[config.mk]
export PLATFORM = sky130hd
export DESIGN_NAME = ccd_readout_seq
export DESIGN_NICKNAME = d
export VERILOG_FILES = /design/src/rtl/ccd_seq_pkg.sv /design/src/rtl/ccd_seq_cfg.sv /design/src/rtl/ccd_seq_fsm.sv /design/src/rtl/ccd_seq_out.sv /design/src/rtl/ccd_readout_seq.sv
export SDC_FILE = /design/constraint.sdc
export NUM_CORES = 1
export LEC_CHECK = 0
export BUFFER_PORTS_ARGS = -buffer_cell sky130_fd_sc_hd__buf_2
export CORE_ASPECT_RATIO = 0.9
export CORE_MARGIN = 8
export CORE_UTILIZATION = 55
export DETAILED_ROUTE_END_ITERATION = 8
export MAX_ROUTING_LAYER = met4
export PLACE_DENSITY = 0.88
export REMOVE_ABC_BUFFERS = 1
export SETUP_SLACK_MARGIN = 0.5
export SYNTH_ARGS = -nofsm -noshare
export SYNTH_HDL_FRONTEND = slang
export SYNTH_SLANG_ARGS = --single-unit
[constraint.sdc]
create_clock -name clk -period 5.7 [get_ports clk]
set_input_delay 0.57 -clock clk [delete_from_list [all_inputs] [get_ports clk]]
set_output_delay 0.57 -clock clk [all_outputs]
set_load 0.05 [all_outputs]
[src/rtl/ccd_seq_pkg.sv]
package ccd_seq_pkg;

  typedef enum logic [1:0] {
    MODE_TIMED = 2'd0,
    MODE_CONT  = 2'd1,
    MODE_FLUSH = 2'd2
  } mode_e;

  typedef enum logic [3:0] {
    ST_IDLE,
    ST_LOAD,
    ST_FMARK,
    ST_XFER,
    ST_SKIP,
    ST_PAR,
    ST_GAP,
    ST_RMARK,
    ST_SHIFT
  } state_e;

endpackage

[src/rtl/ccd_seq_cfg.sv]
module ccd_seq_cfg
  import ccd_seq_pkg::*;
#(
  parameter int ROW_W = 11,
  parameter int COL_W = 11
) (
  input  logic             clk,
  input  logic             rst_n,
  input  logic             load_i,
  input  logic [1:0]       mode_i,
  input  logic [ROW_W-1:0] rows_i,
  input  logic [COL_W-1:0] cols_i,
  input  logic [ROW_W-1:0] skip_i,
  input  logic [ROW_W-1:0] sum_i,
  output mode_e            mode_d_o,
  output logic [ROW_W-1:0] rows_d_o,
  output logic [ROW_W-1:0] sum_d_o,
  output mode_e            mode_q_o,
  output logic [ROW_W-1:0] rows_q_o,
  output logic [COL_W-1:0] half_q_o,
  output logic [ROW_W-1:0] skip_q_o,
  output logic [ROW_W-1:0] sum_q_o
);

  logic [COL_W-1:0] half_d;
  logic [ROW_W-1:0] skip_d;

  // sanitise raw inputs before they are latched
  always_comb begin
    case (mode_i)
      2'd1:    mode_d_o = MODE_CONT;
      2'd2:    mode_d_o = MODE_FLUSH;
      default: mode_d_o = MODE_TIMED;
    endcase
    rows_d_o = (rows_i == '0) ? ROW_W'(1) : rows_i;
    sum_d_o  = (sum_i == '0) ? ROW_W'(1) : sum_i;
    half_d   = (cols_i[COL_W-1:1] == '0) ? COL_W'(1) : (cols_i >> 1);
    skip_d   = (skip_i > rows_d_o) ? rows_d_o : skip_i;
  end

  always_ff @(posedge clk or negedge rst_n) begin
    if (!rst_n) begin
      mode_q_o <= MODE_TIMED;
      rows_q_o <= ROW_W'(1);
      half_q_o <= COL_W'(1);
      skip_q_o <= '0;
      sum_q_o  <= ROW_W'(1);
    end else if (load_i) begin
      mode_q_o <= mode_d_o;
      rows_q_o <= rows_d_o;
      half_q_o <= half_d;
      skip_q_o <= skip_d;
      sum_q_o  <= sum_d_o;
    end
  end

  AST_SKIP_CLIPPED: assert property (@(posedge clk) disable iff (!rst_n)
    skip_q_o <= rows_q_o);
  AST_MODE_HELD: assert property (@(posedge clk) disable iff (!rst_n)
    !load_i |=> $stable(mode_q_o));

endmodule

[src/rtl/ccd_seq_fsm.sv]
module ccd_seq_fsm
  import ccd_seq_pkg::*;
#(
  parameter int ROW_W    = 11,
  parameter int COL_W    = 11,
  parameter int IDLE_GAP = 2
) (
  input  logic             clk,
  input  logic             rst_n,
  input  logic             start_i,
  input  logic             stop_i,
  input  mode_e            mode_d_i,
  input  logic [ROW_W-1:0] rows_d_i,
  input  logic [ROW_W-1:0] sum_d_i,
  input  mode_e            mode_q_i,
  input  logic [ROW_W-1:0] rows_q_i,
  input  logic [COL_W-1:0] half_q_i,
  input  logic [ROW_W-1:0] skip_q_i,
  input  logic [ROW_W-1:0] sum_q_i,
  output state_e           state_o,
  output logic             load_o
);

  localparam int GAP_W = $clog2(IDLE_GAP + 2);
  localparam int CNT_A = (ROW_W > COL_W) ? ROW_W : COL_W;
  localparam int CNT_W = (CNT_A > GAP_W) ? CNT_A : GAP_W;

  state_e           st, st_n;
  logic [CNT_W-1:0] cnt, cnt_n;
  logic [ROW_W-1:0] rem, rem_n;
  logic             stop_pend, stop_pend_n;
  logic             boundary, enter_read, last;
  logic [ROW_W-1:0] read_rows, grp;

  assign last = (cnt == CNT_W'(1));

  always_comb begin
    st_n       = st;
    cnt_n      = cnt;
    rem_n      = rem;
    boundary   = 1'b0;
    enter_read = 1'b0;
    read_rows  = '0;
    grp        = '0;
    case (st)
      ST_IDLE: if (start_i) st_n = ST_LOAD;
      ST_LOAD: begin
        case (mode_d_i)
          MODE_FLUSH: begin
            st_n  = ST_XFER;
            cnt_n = CNT_W'(rows_d_i);
          end
          MODE_CONT: begin
            st_n  = ST_PAR;
            cnt_n = CNT_W'(sum_d_i);
            rem_n = '0;
          end
          default: st_n = ST_FMARK;
        endcase
      end
      ST_FMARK: begin
        st_n  = ST_XFER;
        cnt_n = CNT_W'(rows_q_i);
      end
      ST_XFER: begin
        if (!last) cnt_n = cnt - CNT_W'(1);
        else if (mode_q_i == MODE_FLUSH) boundary = 1'b1;
        else if (skip_q_i != '0) begin
          st_n  = ST_SKIP;
          cnt_n = CNT_W'(skip_q_i);
        end else begin
          enter_read = 1'b1;
          read_rows  = rows_q_i;
        end
      end
      ST_SKIP: begin
        if (!last) cnt_n = cnt - CNT_W'(1);
        else begin
          enter_read = 1'b1;
          read_rows  = rows_q_i - skip_q_i;
        end
      end
      ST_PAR: begin
        if (!last) cnt_n = cnt - CNT_W'(1);
        else if (IDLE_GAP == 0) st_n = ST_RMARK;
        else begin
          st_n  = ST_GAP;
          cnt_n = CNT_W'(IDLE_GAP);
        end
      end
      ST_GAP: begin
        if (!last) cnt_n = cnt - CNT_W'(1);
        else st_n = ST_RMARK;
      end
      ST_RMARK: begin
        st_n  = ST_SHIFT;
        cnt_n = CNT_W'(half_q_i);
      end
      ST_SHIFT: begin
        if (!last) cnt_n = cnt - CNT_W'(1);
        else if (mode_q_i == MODE_TIMED && rem != '0) begin
          enter_read = 1'b1;
          read_rows  = rem;
        end else boundary = 1'b1;
      end
      default: st_n = ST_IDLE;
    endcase

    if (enter_read) begin
      if (read_rows == '0) boundary = 1'b1;
      else begin
        grp   = (sum_q_i < read_rows) ? sum_q_i : read_rows;
        st_n  = ST_PAR;
        cnt_n = CNT_W'(grp);
        rem_n = read_rows - grp;
      end
    end

    if (boundary) st_n = (stop_pend || stop_i) ? ST_IDLE : ST_LOAD;

    stop_pend_n = (st_n == ST_IDLE) ? 1'b0 : (stop_pend || stop_i);
  end

  always_ff @(posedge clk or negedge rst_n) begin
    if (!rst_n) begin
      st        <= ST_IDLE;
      cnt       <= '0;
      rem       <= '0;
      stop_pend <= 1'b0;
    end else begin
      st        <= st_n;
      cnt       <= cnt_n;
      rem       <= rem_n;
      stop_pend <= stop_pend_n;
    end
  end

  assign state_o = st;
  assign load_o  = (st == ST_LOAD);

  AST_LOAD_AT_BOUNDARY: assert property (@(posedge clk) disable iff (!rst_n)
    (st == ST_LOAD) |-> $past(st == ST_IDLE || st == ST_XFER || st == ST_SKIP || st == ST_SHIFT));
  AST_STOP_AT_BOUNDARY: assert property (@(posedge clk) disable iff (!rst_n)
    (st == ST_IDLE && $past(st) != ST_IDLE) |-> $past(st == ST_XFER || st == ST_SKIP || st == ST_SHIFT));
  AST_REM_BOUND: assert property (@(posedge clk) disable iff (!rst_n)
    (st == ST_SHIFT) |-> (rem <= rows_q_i));

endmodule

[src/rtl/ccd_seq_out.sv]
module ccd_seq_out
  import ccd_seq_pkg::*;
(
  input  logic   clk,
  input  logic   rst_n,
  input  state_e state_i,
  input  mode_e  mode_i,
  output logic   img_par_o,
  output logic   fs_par_o,
  output logic   ser_shift_o,
  output logic   samp_a_o,
  output logic   samp_b_o,
  output logic   pix_valid_o,
  output logic   row_start_o,
  output logic   frame_start_o
);

  logic img_n, fs_n, ser_n, row_n, frm_n;

  always_comb begin
    img_n = (state_i == ST_XFER) || (state_i == ST_PAR && mode_i == MODE_CONT);
    fs_n  = (state_i == ST_XFER && mode_i != MODE_FLUSH) ||
            (state_i == ST_SKIP) || (state_i == ST_PAR);
    ser_n = (state_i == ST_SHIFT);
    row_n = (state_i == ST_RMARK);
    frm_n = (state_i == ST_FMARK);
  end

  always_ff @(posedge clk or negedge rst_n) begin
    if (!rst_n) begin
      img_par_o     <= 1'b0;
      fs_par_o      <= 1'b0;
      ser_shift_o   <= 1'b0;
      row_start_o   <= 1'b0;
      frame_start_o <= 1'b0;
      samp_a_o      <= 1'b0;
      samp_b_o      <= 1'b0;
      pix_valid_o   <= 1'b0;
    end else begin
      img_par_o     <= img_n;
      fs_par_o      <= fs_n;
      ser_shift_o   <= ser_n;
      row_start_o   <= row_n;
      frame_start_o <= frm_n;
      samp_a_o      <= ser_shift_o;
      samp_b_o      <= ser_shift_o;
      pix_valid_o   <= ser_shift_o;
    end
  end

  AST_NO_PAR_SER: assert property (@(posedge clk) disable iff (!rst_n)
    !(ser_shift_o && (img_par_o || fs_par_o)));
  AST_MARK_THEN_SHIFT: assert property (@(posedge clk) disable iff (!rst_n)
    row_start_o |=> ser_shift_o);
  AST_FRAME_THEN_XFER: assert property (@(posedge clk) disable iff (!rst_n)
    frame_start_o |=> (img_par_o && fs_par_o));

endmodule

[src/rtl/ccd_readout_seq.sv]
module ccd_readout_seq
  import ccd_seq_pkg::*;
#(
  parameter int MAX_ROWS = 1026,
  parameter int MAX_COLS = 1024,
  parameter int IDLE_GAP = 2,
  localparam int ROW_W = $clog2(MAX_ROWS + 1),
  localparam int COL_W = $clog2(MAX_COLS + 1)
) (
  input  logic             clk,
  input  logic             rst_n,
  input  logic             start_i,
  input  logic             stop_i,
  input  logic [1:0]       mode_i,
  input  logic [ROW_W-1:0] rows_i,
  input  logic [COL_W-1:0] cols_i,
  input  logic [ROW_W-1:0] skip_i,
  input  logic [ROW_W-1:0] sum_i,
  output logic             img_par_o,
  output logic             fs_par_o,
  output logic             ser_shift_o,
  output logic             samp_a_o,
  output logic             samp_b_o,
  output logic             pix_valid_o,
  output logic             row_start_o,
  output logic             frame_start_o
);

  mode_e            mode_d, mode_q;
  logic [ROW_W-1:0] rows_d, sum_d, rows_q, skip_q, sum_q;
  logic [COL_W-1:0] half_q;
  logic             load;
  state_e           state;

  ccd_seq_cfg #(.ROW_W(ROW_W), .COL_W(COL_W)) u_cfg (
    .clk      (clk),
    .rst_n    (rst_n),
    .load_i   (load),
    .mode_i   (mode_i),
    .rows_i   (rows_i),
    .cols_i   (cols_i),
    .skip_i   (skip_i),
    .sum_i    (sum_i),
    .mode_d_o (mode_d),
    .rows_d_o (rows_d),
    .sum_d_o  (sum_d),
    .mode_q_o (mode_q),
    .rows_q_o (rows_q),
    .half_q_o (half_q),
    .skip_q_o (skip_q),
    .sum_q_o  (sum_q)
  );

  ccd_seq_fsm #(.ROW_W(ROW_W), .COL_W(COL_W), .IDLE_GAP(IDLE_GAP)) u_fsm (
    .clk      (clk),
    .rst_n    (rst_n),
    .start_i  (start_i),
    .stop_i   (stop_i),
    .mode_d_i (mode_d),
    .rows_d_i (rows_d),
    .sum_d_i  (sum_d),
    .mode_q_i (mode_q),
    .rows_q_i (rows_q),
    .half_q_i (half_q),
    .skip_q_i (skip_q),
    .sum_q_i  (sum_q),
    .state_o  (state),
    .load_o   (load)
  );

  ccd_seq_out u_out (
    .clk           (clk),
    .rst_n         (rst_n),
    .state_i       (state),
    .mode_i        (mode_q),
    .img_par_o     (img_par_o),
    .fs_par_o      (fs_par_o),
    .ser_shift_o   (ser_shift_o),
    .samp_a_o      (samp_a_o),
    .samp_b_o      (samp_b_o),
    .pix_valid_o   (pix_valid_o),
    .row_start_o   (row_start_o),
    .frame_start_o (frame_start_o)
  );

endmodule

==> impl_metrics.ini, run 1 <==
[status]
outcome = finished, final reports clean

[clock_tree]
htree_levels = 3
clk_latency_ns = 0.35
cts_hold_buf = 0
cts_made_buffers = 9
cts_tree = built
clk_path_buf_depth = 2
cts.sinks = 78
clock-root-buffer = clkbuf_16
clkTransAtPathRegs_ns = 0.06

[floorplanning]
io_pins = 58
die_w_microns = 131
std_cell_rows = 38
coreArea_sq_um = 11800
initial_core_util_pct = 55.4
die_h_microns = 120
dieArea_sq_um = 15700

[route]
drt-total-wl_mm = 22.0
vias = 6997
drc = 0
drtIter0Drc = 798
vias_per_cell = 6.48
firstDrtPassIters = 6
post_drt_wl_per_cell_microns = 20.4
antenna_left = 0

[final_layout]
layoutNonFillerInstCount = 1080
diodes = 0
seqCellArea_sq_um = 1960
area_delta_synth_final_pct = 22.2
fillers = 922
final_nets = 1013
post-route-util_pct = 67.7
stdcell_area_sq_um = 8010
multi_input_area_sq_um = 4420
drive_gt1_share_pct = 23.9

[synthesis]
synth_seq_area_share_pct = 29.8
syn_avg_cell_area_sq_um = 8.10
syn-instance-count = 809
synth_edf_count = 0
synthFlopType = dfrtp_1
synth_top_area_share_pct = 28.6
post-synth-top-count-cell = nand2_1
synthTopCellsByCount = nand2_1 (127), dfrtp_1 (75), o21ai_0 (62)
ys_async_sr_fraction_pct = 100
syn_area_sq_um = 6560
synth.area.top_cells = dfrtp_1 (29%), ha_1 (8.8%), nand2_1 (7.3%)
ys_types = 82
yosys_warnings = 0
synth_top_cell_by_area = dfrtp_1
synth-seq-cells = 78

[critical_path]
timing.rr.end = u_fsm.rem[10]
path_max_fanout = 5
regToRegSetupSlack_ns = 0.19
r2r_start = u_fsm.cnt[1]
rr_worst_depth = 27
critPathLaunchType = flip-flop
worst_setup_path_end_kind = flip-flop
worstPathArrival_ns = 5.74
cp.required_ns = 5.93
worstSetupPathType = reg2reg
crit_end = u_fsm.rem[10]
startpoint = u_fsm.cnt[1]

[grt]
antenna_found_initial = 0
grt_pass1_wl_mm = 34.9
grt.total_usage_pct = 29.3
grt_pass1_vias = 6661
grt_max_degree = 79
grt.overflow.total = 0

[power]
ir_drop_mv = 0.180
power.density_nw_per_um2 = 158
sw_frac_of_total_pct = 25.1
leakage_nw = 3.65
power_switching_mw = 0.318
p_seq_share_pct = 43.7
finalPower_mw = 1.27
power_frac_comb_pct = 9.6
p_clk_share_pct = 46.6
p_int_mw = 0.950

[placed_design]
dp_hpwl_mm = 15.9
place.gp.congestion = 1.01
dp_cells = 1046
placed_area_sq_um = 7310
pre_cts_slack_ns = -0.145
port_buffers = 56

[timing]
fin_crit_ns = 5.51
relSlewSlack_pct = 32.0
fin_skew_ns = 0.00954
hold_viol_final = 0
worst_slew_pin_slew_ns = 1.02
hold_slack_ns = 0.369
min_period_over_period_pct = 96.6
maxSlewViolCount = 0
setup-violations-final = 0
tns_ns = 0
rsz0062_at_grt = true
fmax_ghz = 0.182
setup_slack_ns = 0.193

[worst_hold_path]
hp-class = reg2reg

[run]
cap_violations = 0
## cells in the final DEF (no fill, tap or decap), types with 15 or more instances in the layout
master	instances
mux2i_1	16
a31oi_1	19
buf_4	83
nor3_1	15
nand3_1	19
a21oi_1	35
o21ai_0	57
nor2_1	56
dfrtp_1	75
inv_1	45
ha_1	39
nand2_1	125
buf_2	55
## layout make-up
| cell class | instances | share of cell area, % |
|---|---|---|
| timing repair buffer | 143 | 11.9 |
| inverter | 50 | 2.34 |
| multi-input combinational | 633 | 55.1 |
| clock inverter | 4 | 0.609 |
| sequential | 78 | 24.4 |
| tap | 160 | 2.50 |
| clock buffer | 12 | 3.08 |
## worst min-delay path by stage
stage	cells after the start	start	end
after floorplan	0	rst_n	u_cfg.half_q_o[1]
after global placement	0	u_out.ser_shift_o	u_out.samp_a_o
after detailed placement	0	u_out.ser_shift_o	u_out.samp_a_o
after CTS	0	u_out.ser_shift_o	u_out.samp_a_o
after global routing	0	u_out.ser_shift_o	u_out.samp_a_o
final	0	u_out.ser_shift_o	u_out.samp_a_o
## logic make-up after synthesis
logic type                 Yosys count  share of synthesized area (%)
buffers and inverters               98                           6.74
DFF                                 78                           29.8
xor gates and xnor gates            20                           2.67
AOI/OAI and AO/OA                  249                           25.8
adders and majority gates           48                           9.39
and+or+nand+nor                    292                           21.8
muxes                               24                           3.80
## what timing repair did
item                       in CTS  in global routing
gates resized for setup        42                 16
setup buffers                  13                  5
setup endpoints to repair       7                  7
pin swaps                      19                 10
## routing by layer
metal	part of all wire, %	global-route usage [%]	up-vias
met3	12	7.01	84
met2	44	42.1	491
met4	4.4	13.7	0
met1	40	37.8	3260
met5	0	-	-
li1	-	-	3162
## critical path, stage by stage (launching register included)
cell,delay [ns]
dfrtp_1,0.41
inv_1,0.09
ha_1,0.16
nor4b_2,0.23
and3_1,0.26
inv_2,0.07
nor2_1,0.36
a21o_1,0.25
inv_1,0.06
ha_1,0.33
a21oi_1,0.11
o211a_1,0.26
o31ai_4,0.28
nor2_1,0.07
o21a_2,0.14
or2_4,0.26
buf_6,0.14
mux2i_2,0.15
ha_1,0.36
nand3_2,0.11
o2111ai_2,0.18
o211ai_1,0.17
o21ai_2,0.21
buf_4,0.14
nor2_1,0.03
mux2i_1,0.13
o2111ai_1,0.12
mux2_2,0.27
## state kept, by name, summed over array words and instances, names as in the netlist
signal / flops
u_cfg.rows_q_o: 11
u_cfg.skip_q_o: 11
u_cfg.sum_q_o: 11
u_fsm.cnt: 11
u_fsm.rem: 11
u_cfg.half_q_o: 10
u_fsm.state_o: 4
u_cfg.mode_q_o: 2
u_fsm.stop_pend: 1
u_out.frame_start_o: 1
u_out.fs_par_o: 1
u_out.img_par_o: 1
u_out.row_start_o: 1
u_out.samp_a_o: 1
u_out.ser_shift_o: 1
## power by group through the flow
| stage | sequential [mW] | combinational, mW | clock (mW) |
|---|---|---|---|
| 2_1_floorplan | 0.565 | 0.0549 | 0 |
| 3_3_place_gp | 0.565 | 0.112 | 0 |
| 3_5_place_dp | 0.565 | 0.114 | 0 |
| 4_1_cts | 0.555 | 0.118 | 0.596 |
| 5_1_grt | 0.554 | 0.133 | 0.617 |
| 6_report | 0.555 | 0.122 | 0.591 |
Note: power is estimated with default switching activity, not from simulation.
==> run 2, diff against run 1 <==
--- a/config.mk
+++ b/config.mk
@@ -10,7 +10,6 @@
 export CORE_MARGIN = 8
 export CORE_UTILIZATION = 55
 export DETAILED_ROUTE_END_ITERATION = 8
-export MAX_ROUTING_LAYER = met4
 export PLACE_DENSITY = 0.88
 export REMOVE_ABC_BUFFERS = 1
 export SETUP_SLACK_MARGIN = 0.5
==> impl_metrics.ini, run 2 (synthesis gave the netlist of run 1 again) <==
[status]
outcome = complete, but fails checks
violations = negative setup slack

[clock_tree]
cts_made_buffers = 9
clk_path_buf_depth = 2
htree_levels = 3
cts_hold_buf = 0
clock-root-buffer = clkbuf_16
cts.sinks = 78
clk_latency_ns = 0.34
clkTransAtPathRegs_ns = 0.06
cts_tree = built

[timing]
tns_ns = -0.00926
fin_skew_ns = 0.00472
setup_slack_ns = -0.00926
min_period_over_period_pct = 100
fin_crit_ns = 5.71
maxSlewViolCount = 0
hold_viol_final = 0
setup-violations-final = 1
relSlewSlack_pct = 33.3
rsz0062_at_grt = true
worst_slew_pin_slew_ns = 1.00
fmax_ghz = 0.175
hold_slack_ns = 0.369

[run]
cap_violations = 0

[floorplanning]
std_cell_rows = 38
dieArea_sq_um = 15700
coreArea_sq_um = 11800
initial_core_util_pct = 55.4
die_h_microns = 120
die_w_microns = 131
io_pins = 58

[critical_path]
cp.required_ns = 5.93
path_max_fanout = 6
worstPathArrival_ns = 5.94
worst_setup_path_end_kind = flip-flop
slowest_delay_ns = 0.40
worst_path_max_delay_cell = o41a_1
worstSetupPathType = reg2reg
cp_common_cell = buf_4
critPathLaunchType = flip-flop

[power]
power.density_nw_per_um2 = 152
p_clk_share_pct = 46.0
power_switching_mw = 0.315
leakage_nw = 3.77
p_int_mw = 0.951
p_seq_share_pct = 43.8
ir_drop_mv = 0.144
sw_frac_of_total_pct = 24.9
power_frac_comb_pct = 10.2
finalPower_mw = 1.27

[route]
antenna_left = 0
vias = 7231
post_drt_wl_per_cell_microns = 21.5
firstDrtPassIters = 6
vias_per_cell = 6.58
drc = 0
drtIter0Drc = 1098
drt-total-wl_mm = 23.6

[grt]
grt_max_degree = 79
grt.total_usage_pct = 28.7
grt.overflow.total = 0
grtUsageMet1_pct = 37.2
grt_pass1_vias = 6761
grt_pass1_wl_mm = 35.3
grt-busiest-layer = met2
antenna_found_initial = 1
grtUsageMet3_pct = 7.23
met2_usage_pct = 43.9

[placed_design]
pre_cts_slack_ns = -0.304
port_buffers = 56
place.gp.congestion = 0.977
dp_cells = 1050
dp_hpwl_mm = 16.0

[final_layout]
final_cell_mix = nand2_1 (125), buf_4 (99), dfrtp_1 (74)
multi_input_area_sq_um = 4540
final_nets = 1033
drive_gt1_share_pct = 27.2
area_delta_synth_final_pct = 26.7
seqCellArea_sq_um = 1960
diodes = 0
layoutNonFillerInstCount = 1099
fillers = 898
final_common_cell = nand2_1

[worst_hold_path]
hp-class = reg2reg
==> run 2: worst paths after layout <==
path | start | to | slack [ns] | depth (start not counted)
min | u_out.ser_shift_o | u_out.samp_a_o | 0.37 | 0
max in group asynchronous | rst_n | u_cfg.rows_q_o[1] | 4.60 | 1
min in group asynchronous | rst_n | u_out.frame_start_o | 0.40 | 1
min reg2reg | u_out.ser_shift_o | u_out.samp_a_o | 0.37 | 0
max reg2reg | u_cfg.rows_q_o[3] | u_fsm.rem[10] | -0.009 | 29
max | u_cfg.rows_q_o[3] | u_fsm.rem[10] | -0.009 | 29
==> run 2: critical path: cells and delay by family (launching register included) <==
family / cells / cell delay [ns]
AOI/OAI and AO/OA: 13 / 2.46
adders and majority gates: 3 / 0.95
buffers and inverters: 7 / 0.89
muxes: 2 / 0.43
DFF: 1 / 0.38
and+or+nand+nor: 3 / 0.38
xor gates and xnor gates: 1 / 0.13
==> run 2: timing repair <==
| action | in CTS | in global routing |
|---|---|---|
| endpoints found under the setup margin | 7 | 7 |
| buffers inserted | 19 | 15 |
| resized for setup | 47 | 36 |
| pin swaps | 33 | 28 |
| gates cloned | 0 | 0 |
==> run 2: final cells by class <==
type	count	share of cell area (%)
Clock buffer	11	2.92
Clock inverter	4	0.572
Inverter	50	2.26
Multi-Input combinational cell	633	54.7
Sequential cell	78	23.6
Tap cell	160	2.41
Timing Repair Buffer	163	13.6
==> run 2: through the flow <==
stage / utilization (%) / area, sq um
2_1_floorplan: - / 6300
3_3_place_gp: 62.1 / 7360
3_5_place_dp: 62.1 / 7360
4_1_cts: 67.6 / 8010
5_1_grt: 70.2 / 8310
6_report: 70.2 / 8310
==> run 2: power by group through the flow <==
stage / clock network (mW) / registers (mW) / logic, mW
2_1_floorplan: 0 / 0.565 / 0.0549
4_1_cts: 0.582 / 0.555 / 0.120
3_3_place_gp: 0 / 0.565 / 0.112
6_report: 0.583 / 0.555 / 0.129
3_5_place_dp: 0 / 0.565 / 0.115
5_1_grt: 0.605 / 0.554 / 0.139
==> run 2: routing by layer <==
layer / up-vias / share of wire, % / routed length (microns)
met3: 140 / 12 / 2820
met4: 2 / 5.7 / 1350
met1: 3353 / 38 / 8900
met5: - / 0.064 / 15
met2: 535 / 45 / 10500
li1: 3201 / - / -
==> run 3, diff against run 2 <==
--- a/config.mk
+++ b/config.mk
@@ -6,9 +6,12 @@
 export NUM_CORES = 1
 export LEC_CHECK = 0
 export BUFFER_PORTS_ARGS = -buffer_cell sky130_fd_sc_hd__buf_2
+export CELL_PAD_IN_SITES_DETAIL_PLACEMENT = 0
+export CELL_PAD_IN_SITES_GLOBAL_PLACEMENT = 1
 export CORE_ASPECT_RATIO = 0.9
 export CORE_MARGIN = 8
-export CORE_UTILIZATION = 55
+export CORE_UTILIZATION = 41
+export CTS_CLUSTER_DIAMETER = 100
 export DETAILED_ROUTE_END_ITERATION = 8
 export PLACE_DENSITY = 0.88
 export REMOVE_ABC_BUFFERS = 1
==> impl_metrics.ini, run 3 (synthesis gave the netlist of run 1 again) <==
[final_layout]
final_nets = 1037
post-route-util_pct = 51.8
stdcell_area_sq_um = 8250
drive_gt1_share_pct = 26.0
diodes = 0
final_common_cell = nand2_1
area_delta_synth_final_pct = 25.8
final_cell_mix = nand2_1 (125), buf_4 (105), dfrtp_1 (74)

[grt]
grt_pass1_vias = 6498
grt_pass1_wl_mm = 35.7
grt.total_usage_pct = 22.8
grtUsageMet1_pct = 30.8
grt_max_degree = 79
grt-busiest-layer = met2
grt.overflow.total = 0
met2_usage_pct = 34.2
grtUsageMet3_pct = 5.26
antenna_found_initial = 0

[worst_hold_path]
hp-start = u_out.ser_shift_o
hold_end = u_out.samp_a_o
hp-class = reg2reg
holdPathStages = 0

[power]
power.density_nw_per_um2 = 155
ir_drop_mv = 0.144
leakage_nw = 3.77
finalPower_mw = 1.27

[floorplanning]
die_w_microns = 149
std_cell_rows = 44
dieArea_sq_um = 20300
io_pins = 58
die_h_microns = 136
coreArea_sq_um = 15900
initial_core_util_pct = 41.2

[clock_tree]
cts_hold_buf = 0
cts_tree = built
cts_made_buffers = 9
clk_latency_ns = 0.36
clkTransAtPathRegs_ns = 0.06
clock-root-buffer = clkbuf_16
cts.sinks = 78
clk_path_buf_depth = 2
htree_levels = 3

[critical_path]
cp_num_buf_inv = 6
slowest_delay_ns = 0.54
rr_worst_depth = 30
worstSetupPathType = reg2reg
r2r_start = u_cfg.rows_q_o[0]
crit_family = compound AO/OA/AOI/OAI gates
regToRegSetupSlack_ns = 0.20
worstPathArrival_ns = 5.74
critPathLaunchType = flip-flop
timing.rr.end = u_fsm.rem[10]
worst_setup_path_end_kind = flip-flop
worst_path_max_delay_cell = dfstp_2
path_max_fanout = 7
cp.required_ns = 5.94

[timing]
worst_slew_pin_slew_ns = 1.09
setup_slack_ns = 0.196
hold_slack_ns = 0.370
setup-violations-final = 0
fin_skew_ns = 0.00681
min_period_over_period_pct = 96.6
fin_crit_ns = 5.50
relSlewSlack_pct = 27.6
fmax_ghz = 0.182
rsz0062_at_grt = true
hold_viol_final = 0
maxSlewViolCount = 0

[placed_design]
placed_area_sq_um = 7520
port_buffers = 56
pre_cts_slack_ns = -0.237
dp_hpwl_mm = 17.2
place.gp.congestion = 0.959

[run]
cap_violations = 0

[route]
antenna_left = 0
vias_per_cell = 5.91
drt-total-wl_mm = 22.9
drc = 0
drtIter0Drc = 683
vias = 6805
post_drt_wl_per_cell_microns = 19.9
firstDrtPassIters = 7

[status]
outcome = finished, final reports clean
==> run 3: repair_timing <==
action | 4_1_cts | 5_1_grt
pin swaps | 30 | 19
setup endpoints to repair | 7 | 7
hold endpoints to repair | 0 | 0
setup buffers | 16 | 8
resized for setup | 40 | 22
==> run 3: worst max-delay path by stage <==
stage,start,slack (ns),cells past startpoint,endpoint
after floorplan,u_fsm.state_o[0],0.16,23,u_fsm.rem[10]
after global routing,u_cfg.rows_q_o[1],-0.04,29,u_fsm.rem[10]
after CTS,u_cfg.rows_q_o[0],0.20,30,u_fsm.rem[10]
final,u_cfg.rows_q_o[0],0.20,30,u_fsm.rem[10]
after global placement,u_cfg.rows_q_o[0],-0.11,31,u_fsm.rem[10]
after detailed placement,u_cfg.rows_q_o[0],-0.24,29,u_fsm.rem[10]
==> run 3: layout make-up <==
type,count,area [sq um]
fillers,1476,7660
multi-input cells,633,4390
flip-flops and latches,78,1960
repair buffers,167,1150
well taps,207,259
clock buffers,11,243
inverters,50,188
clock inverters,5,58.8
==> run 3: metal layers <==
layer | part of all wire (%) | wire, microns
met4 | 3.6 | 824
met2 | 44 | 10000
met3 | 8.9 | 2040
met1 | 44 | 9960
met5 | 0 | 0
==> run 3: through the flow <==
step,std cells,setup TNS [ns]
after floorplan,761,0
after global routing,1151,-0.0442
after detailed placement,1111,-0.261
final,1151,0
after CTS,1143,0
after global placement,1111,-0.109
==> run 3: report_power, final <==
part	internal, mW	switching, mW
logic	0.0457	0.0765
registers	0.554	0.000240
clock network	0.351	0.247
==> run 3: worst reg2reg max path, delay by kind of cell (launching register included) <==
| kind | cells | cell delay [ns] |
|---|---|---|
| multiplexers | 3 | 0.61 |
| XOR/XNOR | 1 | 0.11 |
| buffers and inverters | 6 | 0.63 |
| flip-flops | 1 | 0.54 |
| AND/OR/NAND/NOR | 5 | 0.60 |
| AO/OA/AOI/OAI | 11 | 1.83 |
| adder cells (fa/ha/maj) | 4 | 1.07 |
